--- src/rtl/irq_rslv_pkg.sv ---
package irq_rslv_pkg;
  // Nesting discipline applied against the in-service vector
  typedef enum logic {
    NEST_FULL    = 1'b0,
    NEST_SPECIAL = 1'b1
  } nest_e;

  localparam int unsigned LVL_N_DEF = 8;
endpackage

--- src/rtl/irq_rot.sv ---
// Cyclic rotation by a run-time amount; DIR_LEFT picks the direction.
module irq_rot #(
  parameter int unsigned N        = 8,
  parameter bit          DIR_LEFT = 1'b0,
  localparam int unsigned IW      = $clog2(N)
) (
  input  logic [N-1:0]  din,
  input  logic [IW-1:0] amt,
  output logic [N-1:0]  dout
);
  generate
    for (genvar i = 0; i < N; i++) begin : g_bit
      logic [IW-1:0] src;
      if (DIR_LEFT) begin : g_l
        assign src = IW'(i) - amt;
      end else begin : g_r
        assign src = IW'(i) + amt;
      end
      assign dout[i] = din[src];
    end
  endgenerate
endmodule

--- src/rtl/irq_lsb_pick.sv ---
// Isolates the lowest set bit (bit 0 = highest priority after rotation).
module irq_lsb_pick #(
  parameter int unsigned N = 8
) (
  input  logic [N-1:0] din,
  output logic [N-1:0] dout,
  output logic         any
);
  localparam logic [N-1:0] ONE = N'(1);
  assign dout = din & (~din + ONE);
  assign any  = |din;
endmodule

--- src/rtl/irq_oh2num.sv ---
// One-hot to binary encoder; zero input encodes to zero.
module irq_oh2num #(
  parameter int unsigned N  = 8,
  localparam int unsigned IW = $clog2(N)
) (
  input  logic [N-1:0]  oh,
  output logic [IW-1:0] num
);
  always_comb begin
    num = '0;
    for (int i = 0; i < N; i++) begin
      if (oh[i]) num = num | IW'(i);
    end
  end
endmodule

--- src/rtl/irq_prio_resolver.sv ---
module irq_prio_resolver
  import irq_rslv_pkg::*;
#(
  parameter int unsigned LVL_N = LVL_N_DEF,
  localparam int unsigned IW   = $clog2(LVL_N)
) (
  input  logic             clk,
  input  logic             rst,
  input  logic [LVL_N-1:0] req_i,
  input  logic [LVL_N-1:0] mask_i,
  input  logic [LVL_N-1:0] in_svc_i,
  input  logic             nest_sel_i,
  input  logic             ptr_wr_i,
  input  logic [IW-1:0]    ptr_i,
  output logic [LVL_N-1:0] grant_o,
  output logic [IW-1:0]    grant_idx_o,
  output logic             grant_vld_o
);
  localparam logic [LVL_N-1:0] ONE   = LVL_N'(1);
  localparam logic [IW-1:0]    PTR_RST = IW'(LVL_N - 1);

  nest_e nest_mode;
  assign nest_mode = nest_e'(nest_sel_i);

  // Lowest-priority pointer
  logic [IW-1:0] low_ptr_q;
  always_ff @(posedge clk) begin
    if (rst)           low_ptr_q <= PTR_RST;
    else if (ptr_wr_i) low_ptr_q <= ptr_i;
  end

  // Base shift: highest-priority level moves to bit 0
  logic [IW-1:0] base;
  assign base = low_ptr_q + IW'(1);

  logic [LVL_N-1:0] live_req, rot_req, rot_svc;
  assign live_req = req_i & ~mask_i;

  irq_rot #(.N(LVL_N), .DIR_LEFT(1'b0)) u_rot_req (
    .din(live_req), .amt(base), .dout(rot_req));
  irq_rot #(.N(LVL_N), .DIR_LEFT(1'b0)) u_rot_svc (
    .din(in_svc_i), .amt(base), .dout(rot_svc));

  // Highest in-service level in rotated space
  logic [LVL_N-1:0] svc_top;
  logic             svc_any;
  irq_lsb_pick #(.N(LVL_N)) u_pick_svc (
    .din(rot_svc), .dout(svc_top), .any(svc_any));

  // Prefix of levels allowed to preempt
  logic [LVL_N-1:0] allow;
  always_comb begin
    if (!svc_any)                     allow = '1;
    else if (nest_mode == NEST_SPECIAL) allow = (svc_top - ONE) | svc_top;
    else                              allow = svc_top - ONE;
  end

  logic [LVL_N-1:0] win_rot, win;
  logic             win_any;
  irq_lsb_pick #(.N(LVL_N)) u_pick_req (
    .din(rot_req & allow), .dout(win_rot), .any(win_any));

  irq_rot #(.N(LVL_N), .DIR_LEFT(1'b1)) u_rot_back (
    .din(win_rot), .amt(base), .dout(win));

  logic [IW-1:0] win_idx;
  irq_oh2num #(.N(LVL_N)) u_enc (.oh(win), .num(win_idx));

  // Registered result
  always_ff @(posedge clk) begin
    if (rst) begin
      grant_o     <= '0;
      grant_idx_o <= '0;
      grant_vld_o <= 1'b0;
    end else begin
      grant_o     <= win;
      grant_idx_o <= win_idx;
      grant_vld_o <= win_any;
    end
  end

  // ---------------- assertions ----------------
  a_r3_grant_onehot: assert property (@(posedge clk) disable iff (rst)
    $onehot0(grant_o));

  a_r3_vld_matches: assert property (@(posedge clk) disable iff (rst)
    grant_vld_o == (grant_o != '0));

  a_r3_idx_matches: assert property (@(posedge clk) disable iff (rst)
    grant_vld_o |-> grant_o[grant_idx_o]);

  a_r2_never_masked: assert property (@(posedge clk) disable iff (rst)
    (grant_o & $past(mask_i)) == '0);

  a_r4_only_requested: assert property (@(posedge clk) disable iff (rst)
    (grant_o & ~$past(req_i)) == '0);

  a_r5_no_regrant_full: assert property (@(posedge clk) disable iff (rst)
    ($past(nest_sel_i) == 1'b0) |-> ((grant_o & $past(in_svc_i)) == '0));

  a_r9_empty_no_grant: assert property (@(posedge clk) disable iff (rst)
    (($past(req_i & ~mask_i) == '0) && !$past(rst)) |-> !grant_vld_o);
endmodule

--- config.mk ---
export PLATFORM = sky130hd
export DESIGN_NAME = irq_prio_resolver
export DESIGN_NICKNAME = d
export VERILOG_FILES = /design/src/rtl/irq_rslv_pkg.sv /design/src/rtl/irq_rot.sv /design/src/rtl/irq_lsb_pick.sv /design/src/rtl/irq_oh2num.sv /design/src/rtl/irq_prio_resolver.sv
export SDC_FILE = /design/constraint.sdc
export NUM_CORES = 1
export LEC_CHECK = 0
export BUFFER_PORTS_ARGS = -buffer_cell sky130_fd_sc_hd__buf_2
export CAP_MARGIN = 0
export CORE_ASPECT_RATIO = 0.7
export CORE_MARGIN = 4
export CORE_UTILIZATION = 57
export DETAILED_ROUTE_END_ITERATION = 8
export PLACE_DENSITY = 0.79
export SYNTH_ARGS = -nofsm -noshare
export SYNTH_HDL_FRONTEND = slang
export SYNTH_SLANG_ARGS = --single-unit
--- constraint.sdc ---
create_clock -name clk -period 6.1 [get_ports clk]
set_input_delay 0.305 -clock clk [delete_from_list [all_inputs] [get_ports clk]]
set_output_delay 0.305 -clock clk [all_outputs]
set_load 0.02 [all_outputs]
==> results by stage, run 1 <==
Setup path:
- The required time at the endpoint of the critical path is just over 6000 ps.
- STA classifies the critical path endpoint as a flop.
- Data arrives at the worst endpoint at 5150 ps.
- STA classifies the critical path startpoint as a flop.
- The cell at the slowest stage of the critical path is sky130_fd_sc_hd__dfxtp_1.
- The signal on the critical path passes through inv_1 > ha_1 > buf_4 > xnor3_1 > mux2i_1 > o41a_2 > nand2_1 > or3_1 > a21o_1 > ha_1 > inv_1 > mux2i_1 > nand2_1 > a21oi_1 > o311ai_2 > o22ai_2 > mux2i_1 > a41oi_2.
- The critical path in this run is classified as reg2reg.
- The largest single stage delay on the critical path is between 500 and 600 ps.
- The maximum fanout along the worst path is 18.
- In this design, the critical path's most frequently occurring cell is sky130_fd_sc_hd__mux2i_1.

GRT:
- The total global routing overflow is 0.
- Entering global routing, the biggest net connects 19 pins.
- The first global-routing pass estimated 9640 um of wire.
- The number of antenna violations at the first check in global routing is 0.
- In the global route stage, overall resource usage came out at 0.240.
- The via count of the first global-routing pass is 1896.

Synthesis:
- The count of warnings emitted by yosys is 0.
- In the synthesized netlist the async set-or-reset flop fraction comes to 0.
- The fraction of the yosys area taken by sequential cells is 0.134.
- The post-synthesis net count is 292.
- The area of the mapped netlist is approximately 2200 um^2.
- The synthesized design contains 0 enable-type register cells.
- The number of register bits inferred by synthesis is 15.
- The number of unique standard cell types used by synthesis is 65.
- The average instance area after synthesis is between 8 and 9 um^2.
- The number of cells produced by synthesis is around 250.
- For this run, the leading register cell type out of synthesis is sky130_fd_sc_hd__dfxtp_1.

STA:
- Setup repair after global routing left no endpoint under its margin.
- The achievable clock frequency is 199 MHz.
- The transition time at the pin with the least slew margin is 856 ps.
- The worst relative slew slack is 0.426.
- The hold violation count in the final report is 0.
- Final hold analysis gives a worst-case slack of 272 ps.
- The post-route clock period utilization is 0.826.
- Setup violations remaining at the end of the flow were counted as 0.
- Summed over all failing endpoints, the final setup total negative slack is 0 ps.
- The count of pins over their slew limit is 0.
- The worst setup skew after layout is 2.61 ps.
- The clock period minus worst slack is 5040 ps.

Finish:
- The net count of the finished layout is 329.
- The area growth from synthesis to layout is 11.9%.
- The final-layout fill cell count is 303.
- The library cell used most frequently in the layout, excluding fill and tap cells, is sky130_fd_sc_hd__buf_2.
- In the final layout, the share of cells above drive strength 1 is 0.317.
- The design area is about 2500 um^2.
- The repair_antennas step left the layout with diodes totalling 0.
- Leaving out fill and tap cells, the most frequent cells in the layout are sky130_fd_sc_hd__buf_2 (42), sky130_fd_sc_hd__nor2_1 (25), sky130_fd_sc_hd__nand2_1 (23).
- The finished layout holds 340 standard cells, fillers aside.

Clock tree:
- Counting every sink on the clock net gives 15.
- The post-cts resize count is 0.
- The clock buffer count from CTS is 3.
- The clock tree buffer depth is 2.
- The number of hold-repair buffers added at the cts stage is 0.
- After clock tree synthesis, the clock-pin slew on the worst setup and hold paths is 60 ps.
- TritonCTS built the clock tree.
- Clock latency on the worst-skew pair, taken at its later pin, is between 200 and 300 ps.
- Clock tree synthesis selected as its root buffer the cell sky130_fd_sc_hd__clkbuf_8.
- In this run the number of H-tree levels came out at 1.
- Buffers added to address setup during post-CTS repair amount to 0.

Run:
- The tool flagged a number of max-cap violations equal to 0.

Power:
- The switching power is 0.230 mW.
- Of the total power, the share spent switching nets is 0.449.
- The leakage component of the power is 1.02 nW.
- The worst IR drop on VDD is around 0.17 mV.
- Of the total power, combinational logic draws 0.619.
- The part of the total power dissipated in the clock network is 0.156.
- For this design the ratio of total power to cell area is 204 nW/um^2.
- The internal power consumption is 0.283 mW.
- The sequential share of power is 0.225.
- The overall power of the completed layout is approximately 0.51 mW.

Outcome:
- The run finished with clean final reports.

Routing:
- In the routed layout, each cell is associated on average with a via count of 6.30.
- The total length of routed wires is 5860 um.
- The average wire length per cell after detail routing is 17.2 um.
- Once detail routing completed, the nets flagged for antenna violations numbered 0.
- Summing over every cut layer, the via total after detailed routing is around 2100.
- The DRC violation count after routing is 0.
- The count of TritonRoute iterations in the first routing pass is 4.
- The violation count after the first detailed-route iteration is between 200 and 300.

Floorplan:
- The die height is about 60 um.
- For this design the top-level I/O count stands at between 40 and 50.
- The die covers 5020 um^2.
- The width of the chip is 83.0 um.
- After floorplanning, the core was sized to cover 3650 um^2.
- After floorplanning, the core was divided into 18 placement rows.
- The initial utilization of the core area, before any placement, comes to 0.615.

Hold path:
- In this run the worst hold path is classified as in2reg.

Placed design:
- Including well taps, the total number of placed cells is 336.
- The number of I/O port buffers is 42.
- In this run the cell area measured after placement is 2460 um^2.
- The routability-driven placement congestion ratio is roughly 0.96.
- The HPWL after detailed placement is 4680 um.
==> state kept, by name (all words and copies together) (netlist names) <==
register,cells
grant_idx_o,3
low_ptr_q,3
grant_vld_o,1
grant_o,8
==> synthesized netlist by cell type (all sizes together), types with 2 or more instances <==
| cell | n | area share |
|---|---|---|
| a21oi | 8 | 0.021 |
| xor2 | 2 | 0.011 |
| clkbuf | 3 | 0.0050 |
| nor4 | 12 | 0.036 |
| nor2 | 25 | 0.042 |
| o32ai | 2 | 0.011 |
| nand2 | 23 | 0.038 |
| o211ai | 3 | 0.010 |
| and4 | 2 | 0.0078 |
| o22ai | 6 | 0.020 |
| a41oi | 2 | 0.011 |
| o31ai | 3 | 0.012 |
| nor3 | 9 | 0.025 |
| mux4 | 15 | 0.15 |
| a21o | 2 | 0.0067 |
| or3 | 3 | 0.0084 |
| nand2b | 10 | 0.028 |
| o21ai | 8 | 0.018 |
| nor3b | 2 | 0.011 |
| mux2 | 3 | 0.015 |
| mux2i | 18 | 0.080 |
| o211a | 2 | 0.0089 |
| or2 | 2 | 0.0056 |
| inv | 14 | 0.023 |
| a2111oi | 2 | 0.025 |
| xnor3 | 2 | 0.020 |
| xnor2 | 2 | 0.011 |
| and2 | 2 | 0.0056 |
| a31oi | 2 | 0.0056 |
| a211oi | 4 | 0.020 |
| buf | 11 | 0.031 |
| dfxtp | 15 | 0.13 |
| nand3 | 3 | 0.0067 |
| ha | 7 | 0.039 |
| nor2b | 8 | 0.022 |
| a211o | 2 | 0.0078 |
| and3 | 2 | 0.0056 |
==> cell families after synthesis <==
logic type / synth area share
fa+ha+maj: 0.0390
flops: 0.134
mux: 0.249
xor+xnor: 0.0424
buf+inv: 0.0597
compound gates: 0.214
simple gates: 0.262
==> critical path, delay by kind of cell (launching register included) <==
kind,cells,cell delay [ps]
AOI/OAI and AO/OA,6,1210
adders and majority gates,2,810
buffers and inverters,3,700
and+or+nand+nor,3,630
muxes,3,590
DFF,1,540
xor gates and xnor gates,1,410
==> layout make-up <==
type	instances	area (um^2)	share of cell area
Multi-Input combinational cell	211	1810	0.721
Sequential cell	15	300	0.120
Timing Repair Buffer	46	240	0.0957
Tap cell	50	62.6	0.0249
Inverter	14	52.6	0.0209
Clock buffer	4	45.0	0.0179
==> stage by stage <==
| step | utilization | setup WS, ps |
|---|---|---|
| 6_report | 0.688 | 1060 |
| 5_1_grt | 0.688 | 668 |
| 4_1_cts | 0.688 | 1120 |
| 3_5_place_dp | 0.676 | 1170 |
| 3_3_place_gp | 0.676 | 1250 |
| 2_1_floorplan | - | 1480 |
==> power by group through the flow <==
stage	clock network [mW]	registers, mW	logic (mW)
after floorplan	0	0.134	0.226
after global placement	0	0.117	0.308
after detailed placement	0	0.118	0.311
after CTS	0.0815	0.116	0.313
after global routing	0.0845	0.117	0.347
final	0.0799	0.116	0.318
==> worst paths after layout <==
| path | cells past startpoint | startpoint | slack (ps) | end |
|---|---|---|---|---|
| max | 18 | low_ptr_q[0] | 1060 | grant_idx_o[2] |
| min | 3 | ptr_i[2] | 270 | low_ptr_q[2] |
| max reg2reg | 18 | low_ptr_q[0] | 1060 | grant_idx_o[2] |
| min reg2reg | 2 | low_ptr_q[1] | 550 | low_ptr_q[1] |
==> layer usage <==
metal | vias to the layer above | track usage | part of all wire
met2 | 107 | 0.349 | 0.41
met4 | 0 | 0.0163 | 0
met3 | 0 | 0.0583 | 0.11
met5 | - | 0 | 0
li1 | 1053 | - | -
met1 | 981 | 0.374 | 0.48
(Power assumes the default switching activity.)
==> run 2, diff against run 1 <==
- clock period: 6.1 -> 5.1 ns (I/O delays scaled with it)
==> run 2 against run 1 <==
  * Final area is 0.30% higher
  * Sequential cell count stayed put
  * Clock power is 15% higher
  * Total power is 19% higher
  * Sequential share of layout area hardly changed
  * Critical path type unchanged
  * Clock-buffer cell count stayed put
  * Clock skew is 1.5 ps lower
  * Largest power group unchanged
  * Core utilization is 0.21 points higher
  * Largest cell class unchanged
  * Wire length is 1.4% higher
==> results by stage, run 2 (same netlist as run 1, synthesis figures left out) <==
Outcome:
- Outcome: complete, no violations (unchanged).

STA:
- The worst relative slew slack is 0.477 (was 0.426).
- The worst setup skew after layout is 1.06 ps (was 2.61 ps).
- The hold violation count in the final report is 0 (unchanged).
- The hold slack is 228 ps (was 272 ps).
- The count of pins over their slew limit is 0 (unchanged).
- The final-report setup violation count is 0 (unchanged).
- The post-route clock period utilization came to 0.888 (was 0.826).
- The clock period minus worst slack is 4530 ps (was 5040 ps).
- The achievable clock frequency was 221 MHz (was 199 MHz).
- The transition time at the pin with the least slew margin was 778 ps (was 856 ps).
- Unrepaired setup endpoints after global routing: no (unchanged).
- The aggregate negative setup slack is 0 ps (unchanged).

GRT:
- The total track usage is 0.233 (was 0.240).
- The number of antenna violations at the first check in global routing is 0 (unchanged).
- The total global routing overflow is 0 (unchanged).
- The via count of the first global-routing pass is 1923 (was 1896).
- The first-pass GRT wire length was 9390 um (was 9640 um).
- The maximum number of pins on one net before global-route repair was 21 (was 19).

Power:
- The part of the total power dissipated in the clock network is 0.150 (was 0.156).
- The sequential share of power is 0.228 (was 0.225).
- The fraction of power spent switching nets came to 0.445 (was 0.449).
- The internal power consumption is 0.340 mW (was 0.283 mW).
- The switching power is 0.272 mW (was 0.230 mW).
- The leakage component of the power was 1.03 nW (was 1.02 nW).
- The combinational group share of total power was 0.621 (was 0.619).
- The power per cell area is 243 nW/um^2 (was 204 nW/um^2).
- The worst IR drop on VDD is 0.173 mV (was 0.174 mV).

Setup path:
- The maximum cell stage delay along the critical path is 400 ps (was 540 ps).
- Cell-by-cell trace of the critical path: buf_4 > ha_1 > xor2_2 > buf_4 > nor4_1 > o41a_2 > nand2_1 > or3_1 > a21o_1 > ha_1 > inv_1 > mux2i_1 > nand2_1 > a21oi_1 > o311ai_2 > nor2_1 > o32ai_2 > a41oi_2 (was inv_1 > ha_1 > buf_4 > xnor3_1 > mux2i_1 > o41a_2 > nand2_1 > or3_1 > a21o_1 > ha_1 > inv_1 > mux2i_1 > nand2_1 > a21oi_1 > o311ai_2 > o22ai_2 > mux2i_1 > a41oi_2).
- The critical path start-end classification is reg2reg (unchanged).
- The endpoint type of the worst setup path is a flop (unchanged).
- The cell at the slowest stage of the critical path is sky130_fd_sc_hd__ha_1 (was sky130_fd_sc_hd__dfxtp_1).
- The arrival time reported for the critical path endpoint is 4640 ps (was 5150 ps).
- The endpoint of the worst register-to-register path is grant_idx_o[2] (unchanged).
- The worst setup slack for register-to-register paths is 570 ps (was 1060 ps).
- The required time at the endpoint of the critical path is 5210 ps (was 6210 ps).
- The launching element type of the critical path is a flop (unchanged).
- The last element of the critical path was grant_idx_o[2] (unchanged).
- The maximum fanout along the worst path is 20 (was 18).
- The number of cells on the worst reg-to-reg path is 18 (unchanged).
- The critical path launch point was low_ptr_q[0] (unchanged).
- The beginning of the worst register-to-register path is low_ptr_q[0] (unchanged).

Placed design:
- The number of I/O port buffers is 42 (unchanged).
- The routability-driven placement congestion ratio is 0.935 (was 0.960).
- The post-detailed-placement half-perimeter wirelength is 4730 um (was 4680 um).

Routing:
- The violation count after the first detailed-route iteration came to 289 (was 291).
- The total length of routed wires is 5940 um (was 5860 um).
- The remaining number of nets flagged by the antenna check after routing is 0 (unchanged).
- The average wire length per cell after detail routing was 17.4 um (was 17.2 um).
- The mean number of vias per cell came to 6.57 (was 6.30).
- The count of TritonRoute iterations in the first routing pass is 5 (was 4).
- The total number of vias was 2240 (was 2141).
- The DRC violation count after routing is 0 (unchanged).

Finish:
- The number of antenna diodes is 0 (unchanged).
- Largest regs: grant_o x8, grant_idx_o x3, low_ptr_q x3 (unchanged).
- Highest-count cells in the layout ignoring fill and taps: sky130_fd_sc_hd__buf_2 (42), sky130_fd_sc_hd__nor2_1 (25), sky130_fd_sc_hd__nand2_1 (23) (unchanged).
- The number of nets in the layout is 330 (was 329).
- The fraction of layout instances using a drive strength above 1 is 0.320 (was 0.317).
- The final-layout fill cell count is 294 (was 303).
- The signed area change from the synthesized netlist to the final layout is 12.2% (was 11.9%).
- The register ranked first by flip-flop count was grant_o (unchanged).
- The flip-flop count of the largest register after layout is 8 (unchanged).
- The most common cell after layout, fill and taps aside is sky130_fd_sc_hd__buf_2 (unchanged).

Floorplan:
- The standard-cell row count is 18 (unchanged).
- The die height was 60.5 um (unchanged).
- The starting density of the core is 0.615 (unchanged).
- The width of the chip is 83.0 um (unchanged).
- The number of top-level pins came to 43 (unchanged).
- The placeable core region is 3650 um^2 (unchanged).
- The area of the die is 5020 um^2 (unchanged).

Clock tree:
- The clock tree root buffer cell was sky130_fd_sc_hd__clkbuf_8 (unchanged).
- The clock tree buffer depth is 2 (unchanged).
- The clock net sink count came to 15 (unchanged).
- The H-tree depth was 1 (unchanged).
- The count of buffers added by post-CTS timing repair for setup is 0 (unchanged).
- The clock network latency to the later pin of the worst-skew pair is 240 ps (was 250 ps).
- The post-cts resize count is 0 (unchanged).
- The number of hold-repair buffers added at the cts stage was 0 (unchanged).
- The clock buffer count from CTS is 3 (unchanged).
- The clock slew seen by the registers of the worst setup and hold paths is 50 ps (was 60 ps).
- The TritonCTS clock tree is done (unchanged).

Hold path:
- The worst hold-check path type is in2reg (unchanged).
- The number of cells on the worst hold path was 3 (unchanged).
- The start point of the worst hold path is ptr_i[1] (was ptr_i[2]).

Run:
- The number of violations of the max-capacitance limit is 0 (unchanged).
-- run 2: changes by cell type in the layout (fill, tap and decap cells not counted) --
cell                    before  now
sky130_fd_sc_hd__buf_4       4    5
-- run 2: layer usage --
metal | routed length [um] | part of all wire | GRT usage
met1 | 2630 | 0.44 | 0.335
met2 | 2540 | 0.43 | 0.362
met5 | 0 | 0 | 0
met4 | 72 | 0.012 | 0.0326
met3 | 689 | 0.12 | 0.0624
-- run 2: how the worst min path moves through the flow --
stage | end
final | low_ptr_q[1]
after global placement | low_ptr_q[1]
after floorplan | grant_o[2]
after detailed placement | low_ptr_q[2]
after global routing | low_ptr_q[0]
after CTS | low_ptr_q[1]
-- run 2: stage by stage --
stage | setup WS, ps | std cells | util | total power, mW | instance area (um^2)
floorplan | 482 | 254 | - | 0.431 | 2240
global placement | 780 | 337 | 0.678 | 0.507 | 2470
detailed placement | 629 | 337 | 0.678 | 0.513 | 2470
CTS | 612 | 341 | 0.690 | 0.607 | 2520
global route | 172 | 341 | 0.690 | 0.649 | 2520
finish | 572 | 341 | 0.690 | 0.612 | 2520
-- run 2: final cells by class --
type / instances / area, um^2 / share of cell area
clock buffers: 4 / 45.0 / 0.0179
multi-input cells: 211 / 1810 / 0.719
inverters: 14 / 52.6 / 0.0209
repair buffers: 47 / 248 / 0.0984
flip-flops and latches: 15 / 300 / 0.119
well taps: 50 / 62.6 / 0.0249
-- run 2: critical path: cells and delay by family, from the launching register on --
family	cells	cell delay, ps
AO/OA/AOI/OAI	6	1400
XOR/XNOR	1	220
adder cells (fa/ha/maj)	2	690
buffers and inverters	3	600
flip-flops	1	330
multiplexers	1	90
AND/OR/NAND/NOR	5	1060
-- run 2: power by group through the flow --
| stage | Combinational [mW] | Sequential, mW | Clock [mW] |
|---|---|---|---|
| 6_report | 0.380 | 0.140 | 0.0921 |
| 3_3_place_gp | 0.364 | 0.142 | 0 |
| 5_1_grt | 0.408 | 0.142 | 0.0992 |
| 3_5_place_dp | 0.371 | 0.143 | 0 |
| 4_1_cts | 0.373 | 0.140 | 0.0949 |
| 2_1_floorplan | 0.270 | 0.160 | 0 |
==> run 3, diff against run 2 <==
- CORE_UTILIZATION: 57 -> 51
- PLACE_DENSITY: 0.79 -> 0.74
- clock period: 5.1 -> 3.9 ns (I/O delays scaled with it)
==> run 3 against run 2 <==
  * Highest routed layer unchanged
  * Wire length up 21%
  * Non-clock buffer count up 37
  * Hold slack worse by 87 ps
  * Core utilization up 7.6 points
  * Clock power up 50%
  * Global-route usage up 0.48 points
  * Critical path depth up 1
  * Worst setup slack worse by 710 ps
  * The run now ends with negative setup slack left
  * Largest cell class unchanged
  * Maximum frequency up 12%
  * Total power up 63%
  * First-iteration DRC count down 10%
  * Combinational power up 79%
==> results by stage, run 3 (same netlist as run 1, synthesis figures left out) <==
Finish:
- The number of antenna diodes is 0 (unchanged).
- The design area is 3130 um^2 (was 2520 um^2).
- The signed area change from the synthesized netlist to the final layout was 39.7% (was 12.2%).
- Highest-count cells in the layout ignoring fill and taps: sky130_fd_sc_hd__buf_2 (42), sky130_fd_sc_hd__buf_4 (40), sky130_fd_sc_hd__nand2_1 (22) (was sky130_fd_sc_hd__buf_2 (42), sky130_fd_sc_hd__nor2_1 (25), sky130_fd_sc_hd__nand2_1 (23)).
- The final-layout fill cell count is 281 (was 294).
- The register ranked first by flip-flop count is grant_o (unchanged).
- The flip-flop count of the largest register after layout is 8 (unchanged).
- The number of nets in the layout is 367 (was 330).
- The most common cell after layout, fill and taps aside is sky130_fd_sc_hd__buf_2 (unchanged).
- The fraction of layout instances using a drive strength above 1 is 0.509 (was 0.320).
- Largest regs: grant_o x8, grant_idx_o x3, low_ptr_q x3 (unchanged).
- The area occupied by multi-input gates is 2130 um^2 (was 1810 um^2).
- The flip-flop and latch area is 304 um^2 (was 300 um^2).

Power:
- The leakage component of the power is 1.23 nW (was 1.03 nW).
- The power per cell area is 319 nW/um^2 (was 243 nW/um^2).
- The overall power of the completed layout is 1.00 mW (was 0.612 mW).
- The worst IR drop on VDD came to 0.224 mV (was 0.173 mV).

Routing:
- The remaining number of nets flagged by the antenna check after routing came to 0 (unchanged).
- The violation count after the first detailed-route iteration is 259 (was 289).
- The average wire length per cell after detail routing is 18.9 um (was 17.4 um).
- The total number of vias is 2387 (was 2240).
- The DRC violation count after routing is 0 (unchanged).
- The mean number of vias per cell came to 6.28 (was 6.57).
- The count of TritonRoute iterations in the first routing pass came to 4 (was 5).
- The total length of routed wires is 7180 um (was 5940 um).

STA:
- The transition time at the pin with the least slew margin is 751 ps (was 778 ps).
- The worst relative slew slack is 0.495 (was 0.477).
- The achievable clock frequency was 248 MHz (was 221 MHz).
- The count of pins over their slew limit was 0 (unchanged).
- The post-route clock period utilization is 1.03 (was 0.888).
- The worst setup skew after layout is 10.6 ps (was 1.06 ps).
- The final-report setup violation count was 8 (was 0).
- The least setup slack across all paths after layout is -134 ps (was 572 ps).
- The aggregate negative setup slack came to -353 ps (was 0 ps).
- The hold violation count in the final report is 0 (unchanged).
- The clock period minus worst slack is 4030 ps (was 4530 ps).
- Unrepaired setup endpoints after global routing: yes (was no).

Run:
- The number of violations of the max-capacitance limit is 0 (unchanged).

Outcome:
- Outcome: finished with violations (was complete, no violations).
- The checks that failed: negative setup slack.

Setup path:
- The beginning of the worst register-to-register path was low_ptr_q[0] (unchanged).
- The endpoint type of the worst setup path is a flop (unchanged).
- The maximum fanout along the worst path is 6 (was 20).
- The worst setup slack for register-to-register paths came to -130 ps (was 570 ps).
- The critical path start-end classification is reg2reg (unchanged).
- The number of cells on the worst reg-to-reg path is 19 (was 18).
- The launching element type of the critical path is a flop (unchanged).
- The cell at the slowest stage of the critical path is sky130_fd_sc_hd__dfxtp_4 (was sky130_fd_sc_hd__ha_1).
- The maximum cell stage delay along the critical path is 410 ps (was 400 ps).
- The endpoint of the worst register-to-register path was grant_idx_o[2] (unchanged).
- The arrival time reported for the critical path endpoint is 4210 ps (was 4640 ps).
- Cell-by-cell trace of the critical path: inv_6 > ha_4 > mux4_2 > buf_6 > nor4_4 > o41a_4 > buf_4 > nand4_1 > a21o_1 > ha_1 > inv_1 > mux2i_1 > o21ai_1 > mux2i_1 > a21oi_2 > buf_4 > o31ai_4 > o22ai_2 > a41oi_2 (was buf_4 > ha_1 > xor2_2 > buf_4 > nor4_1 > o41a_2 > nand2_1 > or3_1 > a21o_1 > ha_1 > inv_1 > mux2i_1 > nand2_1 > a21oi_1 > o311ai_2 > nor2_1 > o32ai_2 > a41oi_2).
- The required time at the endpoint of the critical path is 4080 ps (was 5210 ps).

Floorplan:
- The number of top-level pins is 43 (unchanged).
- The width of the chip came to 87.3 um (was 83.0 um).
- The die height is 63.5 um (was 60.5 um).
- The starting density of the core is 0.549 (was 0.615).
- The placeable core region was 4090 um^2 (was 3650 um^2).
- The standard-cell row count came to 19 (was 18).
- The area of the die is 5540 um^2 (was 5020 um^2).

Placed design:
- The number of I/O port buffers is 42 (unchanged).
- The placed standard-cell area is 2690 um^2 (was 2470 um^2).
- The post-detailed-placement half-perimeter wirelength is 5050 um (was 4730 um).
- The routability-driven placement congestion ratio came to 1.01 (was 0.935).
- The worst setup slack after placement is -76.7 ps (was 629 ps).

Hold path:
- The number of cells on the worst hold path is 3 (unchanged).
- The start point of the worst hold path is ptr_i[1] (unchanged).
- The end of the worst hold path is low_ptr_q[1] (unchanged).
- The worst hold-check path type is in2reg (unchanged).

Clock tree:
- The clock tree root buffer cell was sky130_fd_sc_hd__clkbuf_8 (unchanged).
- The clock tree buffer depth is 2 (unchanged).
- The H-tree depth is 1 (unchanged).
- The clock slew seen by the registers of the worst setup and hold paths came to 70 ps (was 50 ps).
- The clock buffer count from CTS was 3 (unchanged).
- The TritonCTS clock tree is done (unchanged).
- The clock net sink count was 15 (unchanged).
- The clock network latency to the later pin of the worst-skew pair is 260 ps (was 240 ps).

GRT:
- The via count of the first global-routing pass is 2157 (was 1923).
- The first-pass GRT wire length is 10500 um (was 9390 um).
- The number of antenna violations at the first check in global routing is 0 (unchanged).
- The maximum number of pins on one net before global-route repair is 17 (was 21).
- The total track usage is 0.237 (was 0.233).
- The total global routing overflow is 0 (unchanged).
==> run 3: power breakdown <==
group	switching, mW	internal [mW]
combinational	0.391	0.289
clock	0.0656	0.0728
sequential	0.00802	0.174
==> run 3: worst max path at each step <==
| stage | start | end | cells after the start |
|---|---|---|---|
| after global routing | low_ptr_q[0] | grant_idx_o[2] | 19 |
| final | low_ptr_q[0] | grant_idx_o[2] | 19 |
| after detailed placement | low_ptr_q[0] | grant_idx_o[2] | 16 |
| after floorplan | low_ptr_q[0] | grant_idx_o[2] | 21 |
| after global placement | low_ptr_q[0] | grant_idx_o[2] | 15 |
| after CTS | low_ptr_q[1] | grant_idx_o[2] | 15 |
==> run 3: timing repair <==
item | 4_1_cts | 5_1_grt
endpoints found under the setup margin | 4 | 11
setup buffers | 0 | 15
gates resized for setup | 3 | 48
hold buffers | 0 | 0
pin swaps | 0 | 21
==> run 3: area by class of cell <==
type                       instances  area share
multi-input combinational        211       0.679
tap                               52      0.0208
inverter                          14      0.0184
sequential                        15      0.0970
clock buffer                       4      0.0144
timing repair buffer              84       0.170
==> run 3: worst max-delay path: cells and delay by family, from the launching register on <==
family | cells | cell delay [ps]
flip-flops | 1 | 410
AO/OA/AOI/OAI | 7 | 1190
AND/OR/NAND/NOR | 2 | 430
buffers and inverters | 5 | 540
multiplexers | 3 | 820
adder cells (fa/ha/maj) | 2 | 570
==> run 3: through the flow <==
step / hold WS [ps] / std cells / util
after floorplan: 260 / 254 / -
after CTS: 147 / 365 / 0.672
after detailed placement: 421 / 361 / 0.657
after global routing: 162 / 380 / 0.766
after global placement: 409 / 361 / 0.657
final: 142 / 380 / 0.766
==> run 3: routing by layer <==
| layer | vias to the layer above | wire, um | global-route usage |
|---|---|---|---|
| met1 | 1109 | 3250 | 0.368 |
| met5 | - | 0 | 0 |
| li1 | 1125 | - | - |
| met2 | 138 | 3150 | 0.324 |
| met3 | 15 | 672 | 0.0560 |
| met4 | 0 | 105 | 0.0575 |
